## src/rtl/spi_hold_pkg.sv

```systemverilog
`timescale 1ns/1ps
package spi_hold_pkg;
  typedef enum logic {
    PH_RUN    = 1'b0,
    PH_PAUSED = 1'b1
  } hold_phase_e;

  localparam int PIN_SCK   = 0;
  localparam int PIN_CS    = 1;
  localparam int PIN_HOLD  = 2;
  localparam int PIN_COUNT = 3;
endpackage

```

## src/rtl/hold_pin_sync.sv

```systemverilog
`timescale 1ns/1ps
module hold_pin_sync #(
  parameter int   STAGES  = 2,
  parameter logic RST_VAL = 1'b0
) (
  input  logic clk,
  input  logic rst_n,
  input  logic pin_i,
  output logic level_o
);
  logic [STAGES-1:0] chain_q;
  logic [STAGES-1:0] chain_d;

  always_comb begin
    chain_d[0] = pin_i;
    for (int i = 1; i < STAGES; i++) begin
      chain_d[i] = chain_q[i-1];
    end
  end

  always_ff @(posedge clk or negedge rst_n) begin
    if (!rst_n) begin
      chain_q <= {STAGES{RST_VAL}};
    end else begin
      chain_q <= chain_d;
    end
  end

  assign level_o = chain_q[STAGES-1];
endmodule

```

## src/rtl/hold_state_fsm.sv

```systemverilog
`timescale 1ns/1ps
module hold_state_fsm
  import spi_hold_pkg::*;
(
  input  logic clk,
  input  logic rst_n,
  input  logic sck_s,
  input  logic cs_s,
  input  logic hold_s,
  output logic hold_active,
  output logic eng_rst
);
  hold_phase_e phase_q, phase_d;
  logic        rst_pulse_q, rst_pulse_d;

  // Pause entry and exit are level-qualified by a low serial clock.
  always_comb begin
    phase_d = phase_q;
    if (cs_s) begin
      phase_d = PH_RUN;
    end else if (phase_q == PH_RUN && !hold_s && !sck_s) begin
      phase_d = PH_PAUSED;
    end else if (phase_q == PH_PAUSED && hold_s && !sck_s) begin
      phase_d = PH_RUN;
    end
    rst_pulse_d = cs_s && (phase_q == PH_PAUSED);
  end

  always_ff @(posedge clk or negedge rst_n) begin
    if (!rst_n) begin
      phase_q     <= PH_RUN;
      rst_pulse_q <= 1'b0;
    end else begin
      phase_q     <= phase_d;
      rst_pulse_q <= rst_pulse_d;
    end
  end

  assign hold_active = (phase_q == PH_PAUSED);
  assign eng_rst     = rst_pulse_q;

  a_r1_enter_clock_low: assert property (@(posedge clk) disable iff (!rst_n)
    $rose(hold_active) |-> ($past(!hold_s) && $past(!sck_s) && $past(!cs_s)));

  a_r5_exit_clock_low: assert property (@(posedge clk) disable iff (!rst_n)
    ($fell(hold_active) && !$past(cs_s)) |-> ($past(hold_s) && $past(!sck_s)));

  a_r4_deselect_clears: assert property (@(posedge clk) disable iff (!rst_n)
    cs_s |=> !hold_active);

  a_r6_reset_single: assert property (@(posedge clk) disable iff (!rst_n)
    eng_rst |=> !eng_rst);

  a_r6_reset_cause: assert property (@(posedge clk) disable iff (!rst_n)
    eng_rst |-> ($past(hold_active) && $past(cs_s)));
endmodule

```

## src/rtl/hold_out_gate.sv

```systemverilog
`timescale 1ns/1ps
module hold_out_gate (
  input  logic clk,
  input  logic rst_n,
  input  logic sck_s,
  input  logic cs_s,
  input  logic hold_active,
  input  logic eng_sdo_oe,
  output logic sck_rise_o,
  output logic sck_fall_o,
  output logic sdo_oe
);
  logic sck_prev_q;
  logic pass;

  always_ff @(posedge clk or negedge rst_n) begin
    if (!rst_n) begin
      sck_prev_q <= 1'b0;
    end else begin
      sck_prev_q <= sck_s;
    end
  end

  // Edges pass only while selected and not already paused.
  always_comb begin
    pass       = !cs_s && !hold_active;
    sck_rise_o = pass && sck_s && !sck_prev_q;
    sck_fall_o = pass && !sck_s && sck_prev_q;
    sdo_oe     = pass && eng_sdo_oe;
  end

  a_r7_rise_single: assert property (@(posedge clk) disable iff (!rst_n)
    sck_rise_o |=> !sck_rise_o);

  a_r7_fall_single: assert property (@(posedge clk) disable iff (!rst_n)
    sck_fall_o |=> !sck_fall_o);
endmodule

```

## src/rtl/spi_hold_ctrl.sv

```systemverilog
`timescale 1ns/1ps
module spi_hold_ctrl
  import spi_hold_pkg::*;
#(
  parameter int SYNC_STAGES = 2
) (
  input  logic clk,
  input  logic rst_n,
  input  logic spi_sck,
  input  logic spi_cs_n,
  input  logic spi_hold_n,
  input  logic eng_sdo_oe,
  output logic sck_rise_o,
  output logic sck_fall_o,
  output logic hold_active,
  output logic sdo_oe,
  output logic eng_rst
);
  localparam logic [PIN_COUNT-1:0] PIN_RST = 3'b110;

  logic rst_meta_q, rst_int_n;
  logic [PIN_COUNT-1:0] pins_raw, pins_lvl;

  // Asynchronous assertion, synchronous release.
  always_ff @(posedge clk or negedge rst_n) begin
    if (!rst_n) begin
      rst_meta_q <= 1'b0;
      rst_int_n  <= 1'b0;
    end else begin
      rst_meta_q <= 1'b1;
      rst_int_n  <= rst_meta_q;
    end
  end

  assign pins_raw = {spi_hold_n, spi_cs_n, spi_sck};

  for (genvar p = 0; p < PIN_COUNT; p++) begin : g_pin
    hold_pin_sync #(
      .STAGES  (SYNC_STAGES),
      .RST_VAL (PIN_RST[p])
    ) u_sync (
      .clk     (clk),
      .rst_n   (rst_int_n),
      .pin_i   (pins_raw[p]),
      .level_o (pins_lvl[p])
    );
  end

  hold_state_fsm u_fsm (
    .clk         (clk),
    .rst_n       (rst_int_n),
    .sck_s       (pins_lvl[PIN_SCK]),
    .cs_s        (pins_lvl[PIN_CS]),
    .hold_s      (pins_lvl[PIN_HOLD]),
    .hold_active (hold_active),
    .eng_rst     (eng_rst)
  );

  hold_out_gate u_gate (
    .clk         (clk),
    .rst_n       (rst_int_n),
    .sck_s       (pins_lvl[PIN_SCK]),
    .cs_s        (pins_lvl[PIN_CS]),
    .hold_active (hold_active),
    .eng_sdo_oe  (eng_sdo_oe),
    .sck_rise_o  (sck_rise_o),
    .sck_fall_o  (sck_fall_o),
    .sdo_oe      (sdo_oe)
  );

  a_r3_quiet_in_pause: assert property (@(posedge clk) disable iff (!rst_int_n)
    $past(hold_active) && hold_active |-> !sck_rise_o && !sck_fall_o && !sdo_oe);
endmodule

```

## config.mk

```make
export PLATFORM = sky130hd
export DESIGN_NAME = spi_hold_ctrl
export DESIGN_NICKNAME = d
export VERILOG_FILES = /design/src/rtl/spi_hold_pkg.sv /design/src/rtl/hold_pin_sync.sv /design/src/rtl/hold_state_fsm.sv /design/src/rtl/hold_out_gate.sv /design/src/rtl/spi_hold_ctrl.sv
export SDC_FILE = /design/constraint.sdc
export NUM_CORES = 1
export LEC_CHECK = 0
export BUFFER_PORTS_ARGS = -buffer_cell sky130_fd_sc_hd__buf_2
export CAP_MARGIN = 20
export CORE_AREA = 4 4 41 43
export CTS_CLUSTER_SIZE = 28
export DETAILED_ROUTE_END_ITERATION = 16
export DIE_AREA = 0 0 45 47
export SYNTH_ARGS = -nofsm -noshare
export SYNTH_HDL_FRONTEND = slang
export SYNTH_SLANG_ARGS = --single-unit
```

## constraint.sdc

```tcl
create_clock -name clk -period 1.53 [get_ports clk]
set_input_delay 0.306 -clock clk [delete_from_list [all_inputs] [get_ports clk]]
set_output_delay 0.306 -clock clk [all_outputs]
set_load 0.02 [all_outputs]
```

; ---- Word-level counts from Yosys, hierarchy flattened
; Index checks and enable logic that the tools add are counted.
; Widths: inputs -> output; s select.
[totals]
ff_bits = 11
in_bits = 6
out_inout_bits = 5
word_cells = 29
[classes]
n_reduce_logical = 17
mux = 3
bitwise_logic = 1
[ops]
columns = operator, count
row1 = $logic_and 1x1->1, 11
row2 = $logic_not 1->1, 5
row3 = $mux 1, 3
row4 = $reduce_bool 3->1, 1
row5 = $not 1->1, 1

; ---- Logic depth before layout (Yosys ltp)
[depth]
ltp_word = 5
mapped_depth = 2

; ---- Cells and area by module
; Synthesis repeated with hierarchy kept, for this count alone.
[unflattened]
cells_unflattened = 19
area_unflattened_um2 = 334.1
[by_module_without_submodules]
columns = mod, area_each_um2, cells_each, seq_area_each_um2, instances
row1 = hold_pin_sync at g_pin[1].u_sync ..., 52.6, 2, 52.6, 2
row2 = hold_state_fsm, 75.1, 6, 50.0, 1
row3 = spi_hold_ctrl, 53.8, 3, 50.0, 1
row4 = hold_out_gate, 50.0, 4, 25.0, 1
row5 = hold_pin_sync at g_pin[0].u_sync, 50.0, 2, 50.0, 1

; ---- Worst setup path after synthesis
; OpenSTA, ideal clock, no wires.
[synth_path]
path_type = reg-to-output
startpoint = reg u_fsm.phase_q (netlist: u_fsm.hold_active)
endpoint = out sck_fall_o
t_arrival_ns = 1.275
setup_slack_ns = -0.051
stages_incl_launch_ff = 2
required_ns = 1.224
cell_sequence = dfrtp_1 > nor4b_1
[synth_between]
elab_chain_len = 4
[synth_rtl]
columns = item, line_no
row1 = start: declaration, hold_state_fsm.sv:13  ; hold_phase_e phase_q, phase_d;
row2 = start signal: assignment, hold_state_fsm.sv:34  ; phase_q <= phase_d;
row3 = $logic_not 1->1, hold_out_gate.sv:26  ; pass = !cs_s && !hold_active;
row4 = $logic_and 1x1->1, hold_out_gate.sv:26
row5 = $logic_and 1x1->1 (2 in a row), hold_out_gate.sv:28  ; sck_fall_o = pass && !sck_s && sck_prev_q;
row6 = end: declaration, spi_hold_ctrl.sv:14  ; output logic sck_fall_o,
; Every way passes these cells.

; ---- Final worst setup path
[layout_path]
startpoint = reg u_fsm.phase_q (netlist: u_fsm.hold_active)
endpoint = out sck_rise_o
[layout_between]
elab_chain_len = 4
[layout_rtl]
columns = item, line_no
row1 = $logic_not 1->1, hold_out_gate.sv:26
row2 = $logic_and 1x1->1, hold_out_gate.sv:26
row3 = $logic_and 1x1->1 (2 in a row), hold_out_gate.sv:27  ; sck_rise_o = pass && sck_s && !sck_prev_q;
row4 = end: declaration, spi_hold_ctrl.sv:13  ; output logic sck_rise_o,
; Every way passes these cells.

==> flow_metrics.py <==
metrics = {
    "run_status": {
        "status": "finished clean",
    },
    "routing": {
        "drtAntennaViolNets": 0,
        "vias": 192,
        "drcViolationCount": 0,
        "drt-initial-drc-count": 0,
        "routed_wl_um": 468,
        "wire_per_inst_um": 9.551,
        "drtPass1Iterations": 1,
        "via_per_inst": 3.918,
    },
    "layout": {
        "antenna-diode-count": 0,
        "drive_above_1_share_pct": 58.82,
        "design_area_sq_um": 451.7,
        "finalNonFillerCells": 49,
        "syn_to_final_growth_pct": 36.74,
        "final_common_cell": "buf_2",
        "layout_common_cells": "buf_2, dfrtp_1, dfstp_2, clkbuf_4, nor4b_2",
        "multi_input_area_sq_um": 62.56,
        "fillers": 142,
        "finalNetCount": 41,
        "area.sequential_sq_um": 281.5,
    },
    "synthesis": {
        "syn-instance-count": 19,
        "synth-xor-area-share_pct": 0,
        "yosysSeqAreaShare_pct": 84.85,
        "synth_area_leader_cell": "dfrtp_1",
        "yosys.area_share.simple_pct": 12.50,
        "yosys_warnings": 0,
        "synth_cell_type_count": 9,
        "muxShareOfSynthArea_pct": 0,
        "ys_ff_latch": 11,
        "synthAdderAreaFrac_pct": 0,
        "syn-cell-area_sq_um": 330.3,
        "yosys-top-cells-area": "dfrtp_1, dfstp_2, nor4b_1, nor3b_1, and2_1",
        "yosysTopAreaCellShare_pct": 53.03,
        "synth.avg_cell_area_sq_um": 17.39,
        "syn-num-nets": 25,
        "synth_compound_area_share_pct": 1.515,
        "synth_top_family_by_area": "simple AND/OR/NAND/NOR gates",
    },
    "floorplanning": {
        "dieHeight_um": 47,
        "core_area_sq_mm": 0.001301,
        "die_area_sq_mm": 0.002115,
        "io_pins": 11,
        "initial_utilization_pct": 25.38,
        "rows": 13,
        "chipWidth_um": 45,
    },
    "global_routing": {
        "use_met2_pct": 7.062,
        "gr-total-overflow": 0,
        "grt_max_degree": 10,
        "antenna_found_initial": 0,
        "grt_pass1_wl_um": 793,
        "grt_pass1_vias": 190,
        "track_usage_pct": 5.613,
        "grt_use_met3_pct": 2.682,
        "busiest_layer": "met2",
        "met1_usage_pct": 6.888,
    },
    "pwr": {
        "leakage_nw": 0.2078,
        "p_switching_w": 0.0001069,
        "power.internal_w": 0.0004257,
        "power_density_mw_per_mm2": 1179,
        "seq_power_share_pct": 60.5,
        "combPwrFrac_pct": 5.6,
        "swShare_pct": 20.07,
        "irDropWorstVdd_mv": 0.4586,
        "clkPwrFrac_pct": 33.8,
        "power_w": 0.0005326,
    },
    "placement": {
        "gp_congestion": 0.6551,
        "io_buffers": 10,
        "placedCellCount": 44,
        "placed_area_sq_um": 399.1,
        "dp_hpwl_um": 378.8,
    },
    "clock_network": {
        "htree_num_levels": 1,
        "cts-root-buf": "clkbuf_4",
        "clock_path_buffers": 2,
        "cts_tree": "done",
        "clkLatencyLatePin_ns": 0.25,
        "clkSlewWorstSetupHoldPaths_ns": 0.06,
        "cts_buffers": 3,
        "post_cts_buffers": 0,
        "numClockSinks": 11,
    },
    "sta": {
        "slew_viol_final": 0,
        "hold_viol_final": 0,
        "hold_ws_ns": 0.1335,
        "rsz0062_at_grt": "false",
        "post-route-min-period_ns": 1.437,
        "max_freq_ghz": 0.6961,
        "fin_worst_skew_ns": 0.0004033,
        "setup_viol": 0,
        "finalCritPeriodShare_pct": 93.89,
    },
    "min_path": {
        "min_path_type": "flip-flop to async pin",
    },
    "critical_path": {
        "required_ns": 1.22,
        "critPathLaunchType": "flip-flop",
        "critPathArrivalTime_ns": 1.13,
        "end_kind": "output pin",
        "critPathKind": "flip-flop to output pin",
        "crit_path_max_fanout": 6,
    },
    "run": {
        "max_cap_viol_count": 0,
    },
}
-- power by group through the flow --
stage          Combinational, W  Clock (W)  Sequential (W)
5_1_grt               0.0000330   0.000203        0.000325
3_3_place_gp          0.0000260          0        0.000325
6_report              0.0000300   0.000180        0.000322
2_1_floorplan         0.0000106          0        0.000326
3_5_place_dp          0.0000267          0        0.000327
4_1_cts               0.0000288   0.000193        0.000321
-- metal layers --
metal	vias to the layer above	part of all wire, %
li1	91	-
met1	88	41
met2	11	43
met3	2	15
met4	0	0.85
met5	-	0
-- cells by family (layout without fill, tap and decap cells) --
| logic type | count (synthesis) | after routing |
|---|---|---|
| AND/OR/NAND/NOR | 6 | 6 |
| other | 1 | 1 |
| buffers and inverters | 0 | 15 |
| AO/OA/AOI/OAI | 1 | 1 |
| flip-flops | 11 | 11 |
-- final timing paths --
path,startpoint,endpoint,slack (ns),cells after the start
max,u_fsm.hold_active,sck_rise_o,0.09,2
min,rst_int_n,u_fsm.eng_rst,0.13,0
max reg2reg,g_pin[0].u_sync.chain_q[1],u_fsm.hold_active,0.64,2
min reg2reg,rst_int_n,u_fsm.eng_rst,0.13,0
max in group asynchronous,rst_n,rst_int_n,1.07,2
min in group clk,spi_hold_n,g_pin[2].u_sync.chain_q[0],0.15,1
-- worst max-delay path, stage by stage, from the launching register on --
cell and delay (ns):
dfrtp_2 0.44, nor4b_2 0.24, buf_2 0.20
-- flip-flops by register name, indices dropped and copies added (netlist names) --
| signal | flops |
|---|---|
| u_fsm.eng_rst | 1 |
| rst_meta_q | 1 |
| g_pin.u_sync.chain_q | 6 |
| rst_int_n | 1 |
| u_gate.sck_prev_q | 1 |
| u_fsm.hold_active | 1 |
-- metrics by stage --
stage               TNS [ns]  utilization [%]  setup slack, ns
finish                     0            34.71          0.09342
global route               0            34.71         0.003732
CTS                        0            33.46          0.01016
detailed placement         0            30.67           0.3041
global placement           0            30.67           0.3539
floorplan            -0.1018                -         -0.05089
-- cells in the mapped netlist --
cell     number
a21oi_1       1
nand2_1       1
nor4b_1       2
conb_1        1
and2_1        1
dfrtp_1       7
dfstp_2       4
nor3b_1       1
or2_1         1
-- timing repair --
action	in CTS	in global routing
endpoints found under the setup margin	0	2
resized for setup	0	4
hold endpoints to repair	2	0
hold buffers	1	0
-- area by class of cell --
| class | instances | share of cell area, % |
|---|---|---|
| Multi-Input combinational cell | 8 | 13.85 |
| Clock buffer | 4 | 5.817 |
| Timing Repair Buffer | 11 | 13.85 |
| Tap cell | 15 | 4.155 |
| Sequential cell | 11 | 62.33 |
Power figures use the tool's default switching activity.
